==> config.mk <==
export PLATFORM = sky130hd
export DESIGN_NAME = bcd_calendar
export DESIGN_NICKNAME = d
export VERILOG_FILES = /design/src/rtl/cal_pkg.sv /design/src/rtl/cal_prescaler.sv /design/src/rtl/cal_time_chain.sv /design/src/rtl/cal_date_chain.sv /design/src/rtl/bcd_calendar.sv
export SDC_FILE = /design/constraint.sdc
export NUM_CORES = 1
export LEC_CHECK = 0
export ABC_AREA = 1
export ABC_CLOCK_PERIOD_IN_PS = 7500
export CAP_MARGIN = 20
export CORE_MARGIN = 4
export CORE_UTILIZATION = 44
export DETAILED_ROUTE_END_ITERATION = 16
export PLACE_DENSITY = 0.71
export REMOVE_ABC_BUFFERS = 1
export SLEW_MARGIN = 0
export SYNTH_ARGS = -nofsm -noshare
export SYNTH_HDL_FRONTEND = slang
export SYNTH_SLANG_ARGS = --single-unit
export TNS_END_PERCENT = 50
==> constraint.sdc <==
create_clock -name clk -period 7.5 [get_ports clk]
set_input_delay 1.125 -clock clk [delete_from_list [all_inputs] [get_ports clk]]
set_output_delay 1.125 -clock clk [all_outputs]
set_load 0.005 [all_outputs]
==> src/rtl/cal_pkg.sv <==
package cal_pkg;

  typedef enum logic [3:0] {
    SEL_HUND = 4'd0, SEL_SEC = 4'd1, SEL_MIN = 4'd2, SEL_HOUR = 4'd3,
    SEL_DOM  = 4'd4, SEL_MON = 4'd5, SEL_YEAR = 4'd6, SEL_DOW = 4'd7,
    SEL_DOY  = 4'd8, SEL_MODE = 4'd9
  } cal_sel_e;

  function automatic logic [6:0] bcd_to_bin(logic [7:0] v);
    return 7'(v[7:4]) * 7'd10 + 7'(v[3:0]);
  endfunction

  function automatic logic [7:0] bin_to_bcd(logic [6:0] b);
    return {4'(b / 7'd10), 4'(b % 7'd10)};
  endfunction

  function automatic logic [7:0] bcd_inc2(logic [7:0] v);
    if (v[3:0] == 4'd9) return {v[7:4] + 4'd1, 4'd0};
    return {v[7:4], v[3:0] + 4'd1};
  endfunction

  function automatic logic [11:0] bcd_inc3(logic [11:0] v);
    if (v[7:0] == 8'h99) return {v[11:8] + 4'd1, 8'h00};
    return {v[11:8], bcd_inc2(v[7:0])};
  endfunction

  // Divisible by four: tens digit parity selects the allowed units digits.
  function automatic logic is_leap(logic [7:0] y);
    if (y[4]) return (y[3:0] == 4'd2) || (y[3:0] == 4'd6);
    return (y[3:0] == 4'd0) || (y[3:0] == 4'd4) || (y[3:0] == 4'd8);
  endfunction

  function automatic logic [7:0] month_days(logic [7:0] m, logic leap);
    case (m)
      8'h02:                      return leap ? 8'h29 : 8'h28;
      8'h04, 8'h06, 8'h09, 8'h11: return 8'h30;
      default:                    return 8'h31;
    endcase
  endfunction

  function automatic logic [7:0] hour_to_12(logic [7:0] h24);
    logic [6:0] b;
    b = bcd_to_bin(h24) % 7'd12;
    return (b == 7'd0) ? 8'h12 : bin_to_bcd(b);
  endfunction

  function automatic logic [7:0] hour_from_12(logic [7:0] h12, logic pm);
    logic [6:0] b;
    b = bcd_to_bin(h12) % 7'd12;
    return bin_to_bcd(pm ? b + 7'd12 : b);
  endfunction

endpackage

==> src/rtl/cal_prescaler.sv <==
module cal_prescaler #(
  parameter int PRESCALE_DIV = 4
) (
  input  logic clk,
  input  logic rst_n,
  input  logic tick_en,
  input  logic clear,
  output logic step
);
  localparam int CW = (PRESCALE_DIV > 1) ? $clog2(PRESCALE_DIV) : 1;
  localparam logic [CW-1:0] LAST = CW'(PRESCALE_DIV - 1);

  logic [CW-1:0] cnt_q;
  logic          at_last;

  assign at_last = (cnt_q == LAST);
  assign step    = tick_en && !clear && at_last;

  always_ff @(posedge clk or negedge rst_n) begin
    if (!rst_n)                 cnt_q <= '0;
    else if (clear)             cnt_q <= '0;
    else if (tick_en && at_last) cnt_q <= '0;
    else if (tick_en)           cnt_q <= cnt_q + 1'b1;
  end
endmodule

==> src/rtl/cal_time_chain.sv <==
module cal_time_chain
  import cal_pkg::*;
(
  input  logic       clk,
  input  logic       rst_n,
  input  logic       step,
  input  logic       mode12,
  input  logic       wr_en,
  input  logic [3:0] wr_sel,
  input  logic [8:0] wr_data,
  output logic [7:0] hund,
  output logic [7:0] sec,
  output logic [7:0] min,
  output logic [7:0] hour24,
  output logic       hund_wrap,
  output logic       sec_wrap,
  output logic       min_wrap,
  output logic       day_step
);
  assign hund_wrap = step && (hund == 8'h99);
  assign sec_wrap  = hund_wrap && (sec == 8'h59);
  assign min_wrap  = sec_wrap && (min == 8'h59);
  assign day_step  = min_wrap && (hour24 == 8'h23);

  always_ff @(posedge clk or negedge rst_n) begin
    if (!rst_n) begin
      hund <= 8'h00; sec <= 8'h00; min <= 8'h00; hour24 <= 8'h00;
    end else if (wr_en) begin
      case (wr_sel)
        SEL_HUND: hund <= wr_data[7:0];
        SEL_SEC:  sec  <= wr_data[7:0];
        SEL_MIN:  min  <= wr_data[7:0];
        SEL_HOUR: hour24 <= mode12 ? hour_from_12(wr_data[7:0], wr_data[8])
                                   : wr_data[7:0];
        default: ;
      endcase
    end else if (step) begin
      hund <= hund_wrap ? 8'h00 : bcd_inc2(hund);
      if (hund_wrap) sec    <= sec_wrap ? 8'h00 : bcd_inc2(sec);
      if (sec_wrap)  min    <= min_wrap ? 8'h00 : bcd_inc2(min);
      if (min_wrap)  hour24 <= day_step ? 8'h00 : bcd_inc2(hour24);
    end
  end
endmodule

==> src/rtl/cal_date_chain.sv <==
module cal_date_chain
  import cal_pkg::*;
(
  input  logic        clk,
  input  logic        rst_n,
  input  logic        day_step,
  input  logic        wr_en,
  input  logic [3:0]  wr_sel,
  input  logic [11:0] wr_data,
  output logic [7:0]  dom,
  output logic [7:0]  mon,
  output logic [7:0]  year,
  output logic [3:0]  dow,
  output logic [11:0] doy,
  output logic        leap,
  output logic        new_year
);
  logic       month_end;
  logic [7:0] mlen;

  assign leap      = is_leap(year);
  assign mlen      = month_days(mon, leap);
  assign month_end = day_step && (dom == mlen);
  assign new_year  = month_end && (mon == 8'h12);

  always_ff @(posedge clk or negedge rst_n) begin
    if (!rst_n) begin
      dom <= 8'h01; mon <= 8'h01; year <= 8'h00; dow <= 4'd1; doy <= 12'h001;
    end else if (wr_en) begin
      case (wr_sel)
        SEL_DOM:  dom  <= wr_data[7:0];
        SEL_MON:  mon  <= wr_data[7:0];
        SEL_YEAR: year <= wr_data[7:0];
        SEL_DOW:  dow  <= wr_data[3:0];
        SEL_DOY:  doy  <= wr_data;
        default: ;
      endcase
    end else if (day_step) begin
      dom <= month_end ? 8'h01 : bcd_inc2(dom);
      dow <= (dow == 4'd7) ? 4'd1 : dow + 4'd1;
      if (new_year || doy == (leap ? 12'h366 : 12'h365)) doy <= 12'h001;
      else                                                doy <= bcd_inc3(doy);
      if (month_end) mon  <= new_year ? 8'h01 : bcd_inc2(mon);
      if (new_year)  year <= (year == 8'h99) ? 8'h00 : bcd_inc2(year);
    end
  end
endmodule

==> src/rtl/bcd_calendar.sv <==
module bcd_calendar
  import cal_pkg::*;
#(
  parameter int PRESCALE_DIV = 4
) (
  input  logic        clk,
  input  logic        rst_n,
  input  logic        tick_en,
  input  logic        wr_en,
  input  logic [3:0]  wr_sel,
  input  logic [11:0] wr_data,
  output logic [7:0]  hund_o,
  output logic [7:0]  sec_o,
  output logic [7:0]  min_o,
  output logic [7:0]  hour_o,
  output logic        pm_o,
  output logic        mode12_o,
  output logic [7:0]  dom_o,
  output logic [7:0]  mon_o,
  output logic [7:0]  year_o,
  output logic [3:0]  dow_o,
  output logic [11:0] doy_o
);
  // Named internal events, also observed by the bound checker.
  logic       step, hund_wrap, sec_wrap, min_wrap, day_step, new_year, leap;
  logic [7:0] hour24;
  logic       mode_q;

  always_ff @(posedge clk or negedge rst_n) begin
    if (!rst_n)                                mode_q <= 1'b0;
    else if (wr_en && wr_sel == SEL_MODE)      mode_q <= wr_data[0];
  end

  cal_prescaler #(.PRESCALE_DIV(PRESCALE_DIV)) u_pre (
    .clk(clk), .rst_n(rst_n), .tick_en(tick_en), .clear(wr_en), .step(step)
  );

  cal_time_chain u_time (
    .clk(clk), .rst_n(rst_n), .step(step), .mode12(mode_q),
    .wr_en(wr_en), .wr_sel(wr_sel), .wr_data(wr_data[8:0]),
    .hund(hund_o), .sec(sec_o), .min(min_o), .hour24(hour24),
    .hund_wrap(hund_wrap), .sec_wrap(sec_wrap), .min_wrap(min_wrap),
    .day_step(day_step)
  );

  cal_date_chain u_date (
    .clk(clk), .rst_n(rst_n), .day_step(day_step),
    .wr_en(wr_en), .wr_sel(wr_sel), .wr_data(wr_data),
    .dom(dom_o), .mon(mon_o), .year(year_o), .dow(dow_o), .doy(doy_o),
    .leap(leap), .new_year(new_year)
  );

  assign mode12_o = mode_q;
  assign pm_o     = (hour24 >= 8'h12);
  assign hour_o   = mode_q ? hour_to_12(hour24) : hour24;
endmodule

==> out/results.tsv, run 1 <==
stage	metric	value	unit
floorplan	core area	13200	um2
clock_network	CTS Sinks	75	
setup_path	Req. time, crit path	6.38	ns
setup_path	crit end category	primary output	
synth	Post-synth top flop	dfrtp_1	
floorplan	I/O pins	94	
final_layout	share of cells above drive strength 1	0.0670	
final_layout	nets@finish	985	
synth	most frequent cell after synthesis	nand2_1	
setup_path	reg-to-reg slack, setup	4.69	ns
floorplan	height of the die	124	um
synth	post-synthesis cell area	5910	um2
sta	final setup vio count	0	
place	DP HPWL	11900	um
synth	Netlist cell types	47	
sta	fmax	0.183	GHz
global_routing	Total GRT Usage	0.217	
hold_path	worst hold endpoint	u_time.sec[7]$_DFFE_PN0P_	
sta	total negative slack	0	ns
clock_network	Gates resized, CTS repair	0	
run_status	status	complete, no violations	
setup_path	CP max FO	7	
sta	hold violation count in the final report	0	
floorplan	Initial Util	0.448	
clock_network	clk slew on worst S/H paths	0.06	ns
setup_path	Worst R2R Start	u_pre.cnt_q[0]$_DFFE_PN0P_	
synth	Seq/Total Area, Yosys	0.319	
global_routing	GR Layer Usage met3	0.0313	
clock_network	Clock Path Buffers	2	
power	leakage	3.61	nW
final_layout	storage element area	1880	um2
routing	ANT nets after route	0	
setup_path	nature of the critical path startpoint	flop	
hold_path	Hold WC Path Type	reg -> reg	
synth	share of the synthesized area in the top cell type	0.301	
final_layout	multi-input logic area	3500	um2
global_routing	grt met1 use	0.294	
sta	Min Hold Slack	0.527	ns
sta	Final Critical Period	5.48	ns
global_routing	vias in the first global route	5372	
global_routing	initial antenna violation count	0	
global_routing	met2 global-route usage	0.350	
routing	drt drc	0	
clock_network	Root Driver	clkbuf_16	
clock_network	TritonCTS Buffers	9	
sta	fin crit share	0.730	
sta	clk_skew	0.00677	ns
sta	relative slew slack	0.348	
power	P per Cell Area	318	nW/um2
sta	max-slew violation count	0	
clock_network	CTS tree	built	
setup_path	worst setup path class	reg -> out	
final_layout	Antenna diodes	0	
synth	FF+latch count, synth	75	
synth	Post-synth EDFFs	0	
hold_path	Worst Hold Depth	1	
setup_path	reg-to-reg critical path endpoint	u_date.doy[1]$_DFFE_PN0P_	
setup_path	worst setup path start	u_time.hour24[5]$_DFFE_PN0P_	
synth	mean post-synth cell area	7.17	um2
final_layout	FILL cells	1249	
floorplan	cell row count	42	
global_routing	GRT overflow	0	
setup_path	cell depth of the worst flop-to-flop path	19	
setup_path	Critical Path AT	4.35	ns
clock_network	Setup Fix Bufs, Post-CTS	0	
clock_network	Worst-Skew Late Latency	0.34	ns
synth	Ys Warns	0	
routing	drt first-iter violations	346	
place	port buffer count	93	
clock_network	H-tree depth	3	
floorplan	width of the die	124	um
flow_run	maxcap violations	0	
hold_path	hold path start	u_time.sec[7]$_DFFE_PN0P_	
synth	top post-synthesis cells by area	dfrtp_1 30%, nand2_1 11%, ha_1 8.5%	
place	routability congestion estimate	0.875	
synth	ys async rst share	1.00	
synth	Syn Inst Count	824	
clock_network	Hold-fix buffers, CTS	0	
routing	Initial DRT Pass Iterations	6	
final_layout	fin util	0.559	
sta	RSZ-0062 raised after global routing	false	
routing	Final Routed Wirelength	16000	um
global_routing	global-route wire length before repair	26200	um
routing	Via-to-Cell Ratio	5.24	
global_routing	GRT Max-Usage Layer	met2	
power	Final Power	2.34	mW
synth	area leader, netlist	dfrtp_1	
routing	via count	5771	
final_layout	Area Overhead vs Synth	24.8	%
synth	leading post-synthesis cells by instance count	175 x nand2_1, 119 x inv_1, 73 x nand3_1	
sta	Slew @ Worst Pin	0.979	ns
floorplan	die area	15300	um2
routing	wire per inst	14.5	um
global_routing	largest net degree at the start of global routing	76	
power	Max VDD drop	0.106	mV
-- critical path, cell delays in order (launching register included) --
cell and delay [ns]:
dfrtp_1 0.47, ha_1 0.34, ha_1 0.21, fa_1 0.51, and3_1 0.17, xor2_1 0.22
inv_1 0.09, nand3_1 0.14, nand4_1 0.15, nand2_1 0.10, inv_1 0.05, or2_2 0.26
nand3_1 0.11, ha_1 0.17, nor2_1 0.06, a21oi_1 0.20, nand2_1 0.08, nand3_1 0.07
nand2_1 0.05, nand2_1 0.07, clkdlybuf4s50_1 0.50
-- area by class of cell --
class                      instances  area share
multi-input combinational        612       0.475
sequential                        75       0.255
timing repair buffer              95       0.128
inverter                         128      0.0660
clock buffer                       9      0.0305
tap                              176      0.0299
clock inverter                     7      0.0158
-- placed cells by master (no fill, tap or decap), types with 7 or more instances in the layout --
master / netlist / layout
nand3_1: 73 / 73
xnor2_1: 9 / 9
clkdlybuf4s50_1: 0 / 92
inv_2: 7 / 7
dfrtp_1: 71 / 71
o21ai_0: 68 / 68
nor3_1: 12 / 12
xor2_1: 21 / 21
inv_1: 119 / 119
nand2_1: 175 / 175
clkbuf_16: 0 / 9
nand4_1: 14 / 14
ha_1: 40 / 40
a21oi_1: 37 / 37
nand2_4: 7 / 7
a31oi_1: 25 / 25
nor2_1: 71 / 71
-- metal layers --
layer	wire length, um	up-vias	part of all wire
li1	-	2936	-
met1	7240	2646	0.45
met4	399	0	0.025
met5	0	-	0
met3	904	27	0.056
met2	7490	162	0.47
-- logic make-up after synthesis --
| family | share of synthesized area |
|---|---|
| buf+inv | 0.0888 |
| simple gates | 0.294 |
| compound gates | 0.156 |
| xor+xnor | 0.0445 |
| fa+ha+maj | 0.0983 |
| flops | 0.319 |
-- worst max path at each step --
stage and endpoint:
5_1_grt hour_o[2], 6_report hour_o[1], 2_1_floorplan u_time.hour24[1]$_DFFE_PN0P_, 4_1_cts hour_o[1]
3_5_place_dp u_time.hour24[1]$_DFFE_PN0P_, 3_3_place_gp u_time.hour24[1]$_DFFE_PN0P_
-- flip-flops by register name, summed over array words and instances (netlist names) --
register / count
u_time.min: 8
mode12_o: 1
u_date.dom: 8
u_date.year: 8
u_date.mon: 8
u_time.hour24: 8
u_pre.cnt_q: 2
u_time.sec: 8
u_date.doy: 12
u_time.hund: 8
u_date.dow: 4
-- metrics by stage --
| stage | instance area, um2 | std cells | setup slack, ns |
|---|---|---|---|
| floorplan | 5870 | 815 | 2.90 |
| global placement | 7030 | 1086 | 2.15 |
| detailed placement | 7030 | 1086 | 1.99 |
| CTS | 7370 | 1102 | 2.00 |
| global route | 7370 | 1102 | 1.63 |
| finish | 7370 | 1102 | 2.02 |
-- power by group --
part	switching, mW	internal, mW
logic	0.617	0.557
clock network	0.173	0.324
registers	0.159	0.513
No activity file was read; power rests on OpenSTA's default activity.
==> run 2: changes to the inputs <==
Settings changed: ABC_CLOCK_PERIOD_IN_PS 7500 to 5400.
Clock period 7.5 ns to 5.4 ns, I/O delays scaled along.
==> run 2 against run 1 <==
Compared with the run above: flip-flop and latch count unchanged; hold slack lost 0.11 ns; core utilization grew 0.14 points; total power is 37% higher; first-iteration DRC count up 16%; non-clock buffer count is 2 higher; sequential power rose by 39%; critical endpoint unchanged; highest routed layer unchanged.
==> out/results.tsv, run 2 (same netlist as run 1, synthesis figures left out) <==
stage	metric	value	unit	change
routing	wire per inst	14.8	um	+1.5%
place	port buffer count	93		unchanged
global_routing	global-route wire length before repair	26700	um	+1.9%
hold_path	Hold WC Path Type	in -> async		
power	Clk pwr share	0.196		-0.016
floorplan	cell row count	42		unchanged
sta	RSZ-0062 raised after global routing	true		
setup_path	critical path's slowest cell	fa_1		
power	leakage	3.63	nW	+0.41%
setup_path	Most common cell on crit path	nand2_1		
clock_network	CTS tree	built		
power	P per Cell Area	435	nW/um2	+37%
final_layout	FILL cells	1239		-0.80%
global_routing	initial antenna violation count	0		unchanged
power	Max VDD drop	0.157	mV	+48%
power	Final Power	3.21	mW	+37%
setup_path	crit end category	primary output		
floorplan	height of the die	124	um	unchanged
floorplan	I/O pins	94		unchanged
place	pre-CTS WS	0.192	ns	-1.80 ns
flow_run	maxcap violations	0		unchanged
setup_path	critical path, cell by cell	ha_1, ha_1, fa_1, and3_1, xor2_2, inv_1, nand3_1, nand4_1, nand2_1, inv_1, or2_2, nand3_1, ha_1, nor2_1, a21oi_1, nand2_1, nand3_1, nand2_1, nand2_1, clkdlybuf4s50_1		
setup_path	Critical Path AT	4.29	ns	-0.06 ns
setup_path	CP max FO	7		unchanged
sta	Slew @ Worst Pin	0.666	ns	-0.313 ns
setup_path	worst setup path class	reg -> out		
floorplan	Initial Util	0.448		unchanged
clock_network	clk slew on worst S/H paths	0.06	ns	about the same
clock_network	Hold-fix buffers, CTS	0		unchanged
power	sw frac	0.413		+0.00800
sta	fin crit share	0.944		
floorplan	width of the die	124	um	unchanged
sta	final setup vio count	0		unchanged
floorplan	die area	15300	um2	unchanged
clock_network	CTS Sinks	75		unchanged
sta	clk_skew	0.00559	ns	-0.00118 ns
final_layout	most frequent cells in the layout	175 x nand2_1, 119 x inv_1, 91 x clkdlybuf4s50_1, 73 x nand3_1, 71 x nor2_1		
setup_path	nature of the critical path startpoint	flop		
global_routing	vias in the first global route	5488		+2.2%
run_status	status	complete, no violations		
routing	drt drc	0		unchanged
sta	hold violation count in the final report	0		unchanged
final_layout	most common cell after layout, fill and taps aside	nand2_1		
routing	Via-to-Cell Ratio	5.35		+2.1%
routing	Final Routed Wirelength	16300	um	+1.7%
sta	Min Hold Slack	0.414	ns	-0.114 ns
global_routing	largest net degree at the start of global routing	76		unchanged
sta	total negative slack	0	ns	unchanged
routing	drt first-iter violations	403		+16%
power	Seq pwr share	0.290		+0.003
sta	Final Critical Period	5.10	ns	
routing	Initial DRT Pass Iterations	5		-1
sta	fmax	0.196	GHz	
clock_network	Setup Fix Bufs, Post-CTS	0		unchanged
setup_path	max incr delay on CP	0.51	ns	about the same
place	total placed cells including tap cells	1087		+0.092%
final_layout	Antenna diodes	0		unchanged
final_layout	nets@finish	987		+0.20%
clock_network	Worst-Skew Late Latency	0.33	ns	about the same
global_routing	GRT overflow	0		unchanged
sta	relative slew slack	0.553		+0.205
final_layout	share of cells above drive strength 1	0.0711		+0.00417
clock_network	Root Driver	clkbuf_16		
clock_network	Clock Path Buffers	2		unchanged
place	routability congestion estimate	0.872		-0.41%
final_layout	Area Overhead vs Synth	25.2	%	
global_routing	Total GRT Usage	0.220		+0.00278
setup_path	Req. time, crit path	4.59	ns	-1.79 ns
power	Comb pwr share	0.513		+0.012
routing	via count	5903		+2.3%
clock_network	Gates resized, CTS repair	0		unchanged
sta	min setup slack post-route	0.303	ns	-1.72 ns
power	internal power	1.89	mW	+35%
routing	ANT nets after route	0		unchanged
final_layout	register with the most flip-flops	u_date.doy		
power	switching power	1.33	mW	+40%
sta	max-slew violation count	0		unchanged
floorplan	core area	13200	um2	unchanged
place	DP HPWL	12100	um	+1.6%
final_layout	non-filler cells, final	1104		+0.18%
clock_network	H-tree depth	3		unchanged
clock_network	TritonCTS Buffers	9		unchanged
final_layout	max FFs per register	12		unchanged
==> run 2: cell type report <==
cell class | instances | area [um2] | area share
repair buffers | 97 | 981 | 0.133
multi-input cells | 612 | 3510 | 0.475
clock inverters | 4 | 47.5 | 0.00643
clock buffers | 12 | 267 | 0.0360
flip-flops and latches | 75 | 1880 | 0.255
inverters | 128 | 487 | 0.0658
well taps | 176 | 220 | 0.0298
==> run 2: layer usage <==
layer	track usage	vias up	wire length [um]
met5	0	-	0
met4	0.0734	0	244
met3	0.0336	19	811
met2	0.364	141	7700
met1	0.296	2793	7550
li1	-	2950	-
==> run 2: worst max-delay path, delay by kind of cell (launching register included) <==
kind            cells  cell delay (ns)
simple gates       11             1.31
fa+ha+maj           4             1.21
buf+inv             3             0.60
flops               1             0.46
compound gates      1             0.20
xor+xnor            1             0.17
==> run 2: stage by stage <==
step,cell area (um2),util
3_5_place_dp,7040,0.534
4_1_cts,7350,0.558
3_3_place_gp,7040,0.534
6_report,7390,0.561
5_1_grt,7390,0.561
2_1_floorplan,5870,-
==> run 2: final timing paths <==
| path | from | end | slack [ns] | cells after the start |
|---|---|---|---|---|
| worst max-delay path | u_time.hour24[5]$_DFFE_PN0P_ | hour_o[1] | 0.30 | 20 |
| worst min-delay path | rst_n | u_time.min[7]$_DFFE_PN0P_ | 0.41 | 1 |
| worst max register to register | u_pre.cnt_q[0]$_DFFE_PN0P_ | u_date.doy[8]$_DFFE_PN0P_ | 2.55 | 20 |
| worst min register to register | u_time.sec[7]$_DFFE_PN0P_ | u_time.sec[7]$_DFFE_PN0P_ | 0.54 | 1 |
| max in group asynchronous | rst_n | u_date.doy[0]$_DFFE_PN1P_ | 4.34 | 2 |
| min in group clk | u_time.sec[7]$_DFFE_PN0P_ | u_time.sec[7]$_DFFE_PN0P_ | 0.54 | 1 |
==> run 2: power groups by stage <==
stage                     combinational (mW)  clock (mW)  sequential [mW]
final                                   1.65       0.631            0.932
after global placement                  1.61           0            0.936
after floorplan                         1.04           0            0.898
after detailed placement                1.64           0            0.936
after global routing                    1.91       0.666            0.960
after CTS                               1.65       0.640            0.929
==> run 3: changes to the inputs <==
Settings changed: ABC_CLOCK_PERIOD_IN_PS 5400 to unset.
Clock period 5.4 ns to 5.6 ns, I/O delays scaled along.
==> run 3 against run 2 <==
Compared with the run above: via count fell by 1.2%; register-to-register slack improved by 0.23 ns; core utilization down 0.066 points; critical path depth did not move; worst setup slack improved by 0.13 ns; critical endpoint unchanged; flip-flop and latch count unchanged; combinational power is 4% lower; routed wire length grew 0.79%; global-route usage is 0.13 points higher; non-clock buffer count is 1 lower; total power is 3.1% lower.
==> out/results.tsv, run 3 (same netlist as run 1, synthesis figures left out) <==
stage	metric	value	unit	change
final_layout	non-filler cells, final	1103		-0.091%
sta	final setup vio count	0		unchanged
floorplan	Initial Util	0.448		unchanged
sta	Min Hold Slack	0.470	ns	+0.0565 ns
clock_network	clk slew on worst S/H paths	0.06	ns	about the same
floorplan	I/O pins	94		unchanged
hold_path	Hold WC Path Type	in -> async		
setup_path	max incr delay on CP	0.51	ns	about the same
clock_network	Root Driver	clkbuf_16		
sta	total negative slack	0	ns	unchanged
power	Comb pwr share	0.508		-0.005
setup_path	Critical Path AT	4.33	ns	+0.04 ns
clock_network	Clock Path Buffers	2		unchanged
sta	hold violation count in the final report	0		unchanged
clock_network	Setup Fix Bufs, Post-CTS	0		unchanged
sta	RSZ-0062 raised after global routing	false		
routing	Final Routed Wirelength	16400	um	+0.79%
clock_network	H-tree depth	3		unchanged
floorplan	cell row count	42		unchanged
run_status	status	complete, no violations		
final_layout	fin util	0.560		-0.000664
setup_path	Req. time, crit path	4.76	ns	+0.17 ns
global_routing	initial antenna violation count	0		unchanged
final_layout	register with the most flip-flops	u_date.doy		
global_routing	largest net degree at the start of global routing	76		unchanged
setup_path	Most common cell on crit path	nand2_1		
final_layout	most common cell after layout, fill and taps aside	nand2_1		
sta	fin crit share	0.923		
power	P per Cell Area	422	nW/um2	-3.0%
routing	WL met1	7580	um	+0.40%
sta	max-slew violation count	0		unchanged
setup_path	worst setup path class	reg -> out		
routing	wire per inst	14.9	um	+0.88%
power	Max VDD drop	0.139	mV	-11%
setup_path	CP max FO	7		unchanged
power	Clk pwr share	0.203		+0.007
floorplan	width of the die	124	um	unchanged
setup_path	crit end category	primary output		
final_layout	Area Overhead vs Synth	25.0	%	
clock_network	TritonCTS Buffers	9		unchanged
final_layout	Antenna diodes	0		unchanged
power	Seq pwr share	0.290		about the same
flow_run	maxcap violations	0		unchanged
final_layout	max FFs per register	12		unchanged
power	leakage	3.62	nW	-0.17%
place	routability congestion estimate	0.872		about the same
global_routing	vias in the first global route	5489		+0.018%
routing	via count	5831		-1.2%
floorplan	height of the die	124	um	unchanged
sta	relative slew slack	0.542		-0.0106
place	DP HPWL	12200	um	+0.65%
global_routing	global-route wire length before repair	26700	um	+0.13%
floorplan	core area	13200	um2	unchanged
power	sw frac	0.410		-0.00319
routing	met2 wire len	7730	um	+0.36%
final_layout	share of cells above drive strength 1	0.0680		-0.00316
sta	Slew @ Worst Pin	0.682	ns	+0.0158 ns
sta	Final Critical Period	5.17	ns	
final_layout	most frequent cells in the layout	175 x nand2_1, 119 x inv_1, 91 x clkdlybuf4s50_1, 73 x nand3_1, 71 x nor2_1		
power	switching power	1.28	mW	-3.9%
sta	fmax	0.194	GHz	
clock_network	CTS tree	built		
setup_path	critical path's slowest cell	fa_1		
routing	ANT nets after route	0		unchanged
setup_path	critical path, cell by cell	ha_1, ha_1, fa_1, and3_1, xor2_2, inv_1, nand3_1, nand4_1, nand2_1, inv_1, or2_2, nand3_1, ha_1, nor2_1, a21oi_1, nand2_1, nand3_1, nand2_1, nand2_1, clkdlybuf4s50_1		
power	internal power	1.84	mW	-2.6%
clock_network	Hold-fix buffers, CTS	0		unchanged
floorplan	die area	15300	um2	unchanged
setup_path	nature of the critical path startpoint	flop		
routing	Via-to-Cell Ratio	5.29		-1.1%
routing	WL met3	775	um	-4.4%
place	port buffer count	93		unchanged
sta	clk_skew	0.00457	ns	-0.00102 ns
clock_network	Worst-Skew Late Latency	0.34	ns	about the same
routing	drt first-iter violations	322		-20%
routing	drt drc	0		unchanged
global_routing	Total GRT Usage	0.221		+0.00126
place	total placed cells including tap cells	1086		-0.092%
routing	Initial DRT Pass Iterations	5		unchanged
final_layout	nets@finish	986		-0.10%
global_routing	GRT overflow	0		unchanged
clock_network	CTS Sinks	75		unchanged
routing	uppermost routed layer	met4		
## run 3: power groups by stage
stage          clock network [mW]  logic [mW]  registers [mW]
6_report                    0.631        1.58           0.902
5_1_grt                     0.664        1.83           0.929
4_1_cts                     0.639        1.58           0.899
3_5_place_dp                    0        1.57           0.904
3_3_place_gp                    0        1.54           0.907
2_1_floorplan                   0        1.00           0.866
## run 3: critical path, delay by kind of cell, from the launching register on
kind	cells	cell delay, ns
AOI/OAI and AO/OA	1	0.20
DFF	1	0.46
and+or+nand+nor	11	1.34
xor gates and xnor gates	1	0.18
buffers and inverters	3	0.61
adders and majority gates	4	1.22
## run 3: path summary, 6_finish.rpt
kind | from | endpoint | slack [ns] | cells after the start
setup / recovery | u_time.hour24[5]$_DFFE_PN0P_ | hour_o[1] | 0.43 | 20
hold reg to reg | u_date.dow[0]$_DFFE_PN1P_ | u_date.dow[0]$_DFFE_PN1P_ | 0.53 | 2
max in group asynchronous | rst_n | u_date.dom[0]$_DFFE_PN1P_ | 4.48 | 2
setup reg to reg | u_pre.cnt_q[0]$_DFFE_PN0P_ | u_date.doy[8]$_DFFE_PN0P_ | 2.78 | 20
min in group clk | u_date.dow[0]$_DFFE_PN1P_ | u_date.dow[0]$_DFFE_PN1P_ | 0.53 | 2
hold / removal | rst_n | u_time.min[2]$_DFFE_PN0P_ | 0.47 | 1
## run 3: repair_timing
action,CTS,global route
gates resized for setup,0,3
setup endpoints to repair,0,2
endpoints found under the hold margin,0,0
## run 3: cell type report
class	count	area, um2
fillers	1256	5810
repair buffers	96	966
multi-input cells	612	3510
clock inverters	4	73.8
inverters	128	487
well taps	176	220
flip-flops and latches	75	1880
clock buffers	12	246
## run 3: layer usage
layer	GRT usage	vias up
met5	0	-
met4	0.0837	0
met3	0.0368	28
met2	0.354	152
met1	0.301	2719
li1	-	2932
## run 3: metrics by stage
stage          power, mW  instance area (um2)  setup WS [ns]
2_1_floorplan       1.87                 5870           1.29
3_3_place_gp        2.45                 7030          0.531
3_5_place_dp        2.48                 7030          0.317
4_1_cts             3.12                 7350          0.372
5_1_grt             3.42                 7380         0.0372
6_report            3.11                 7380          0.434
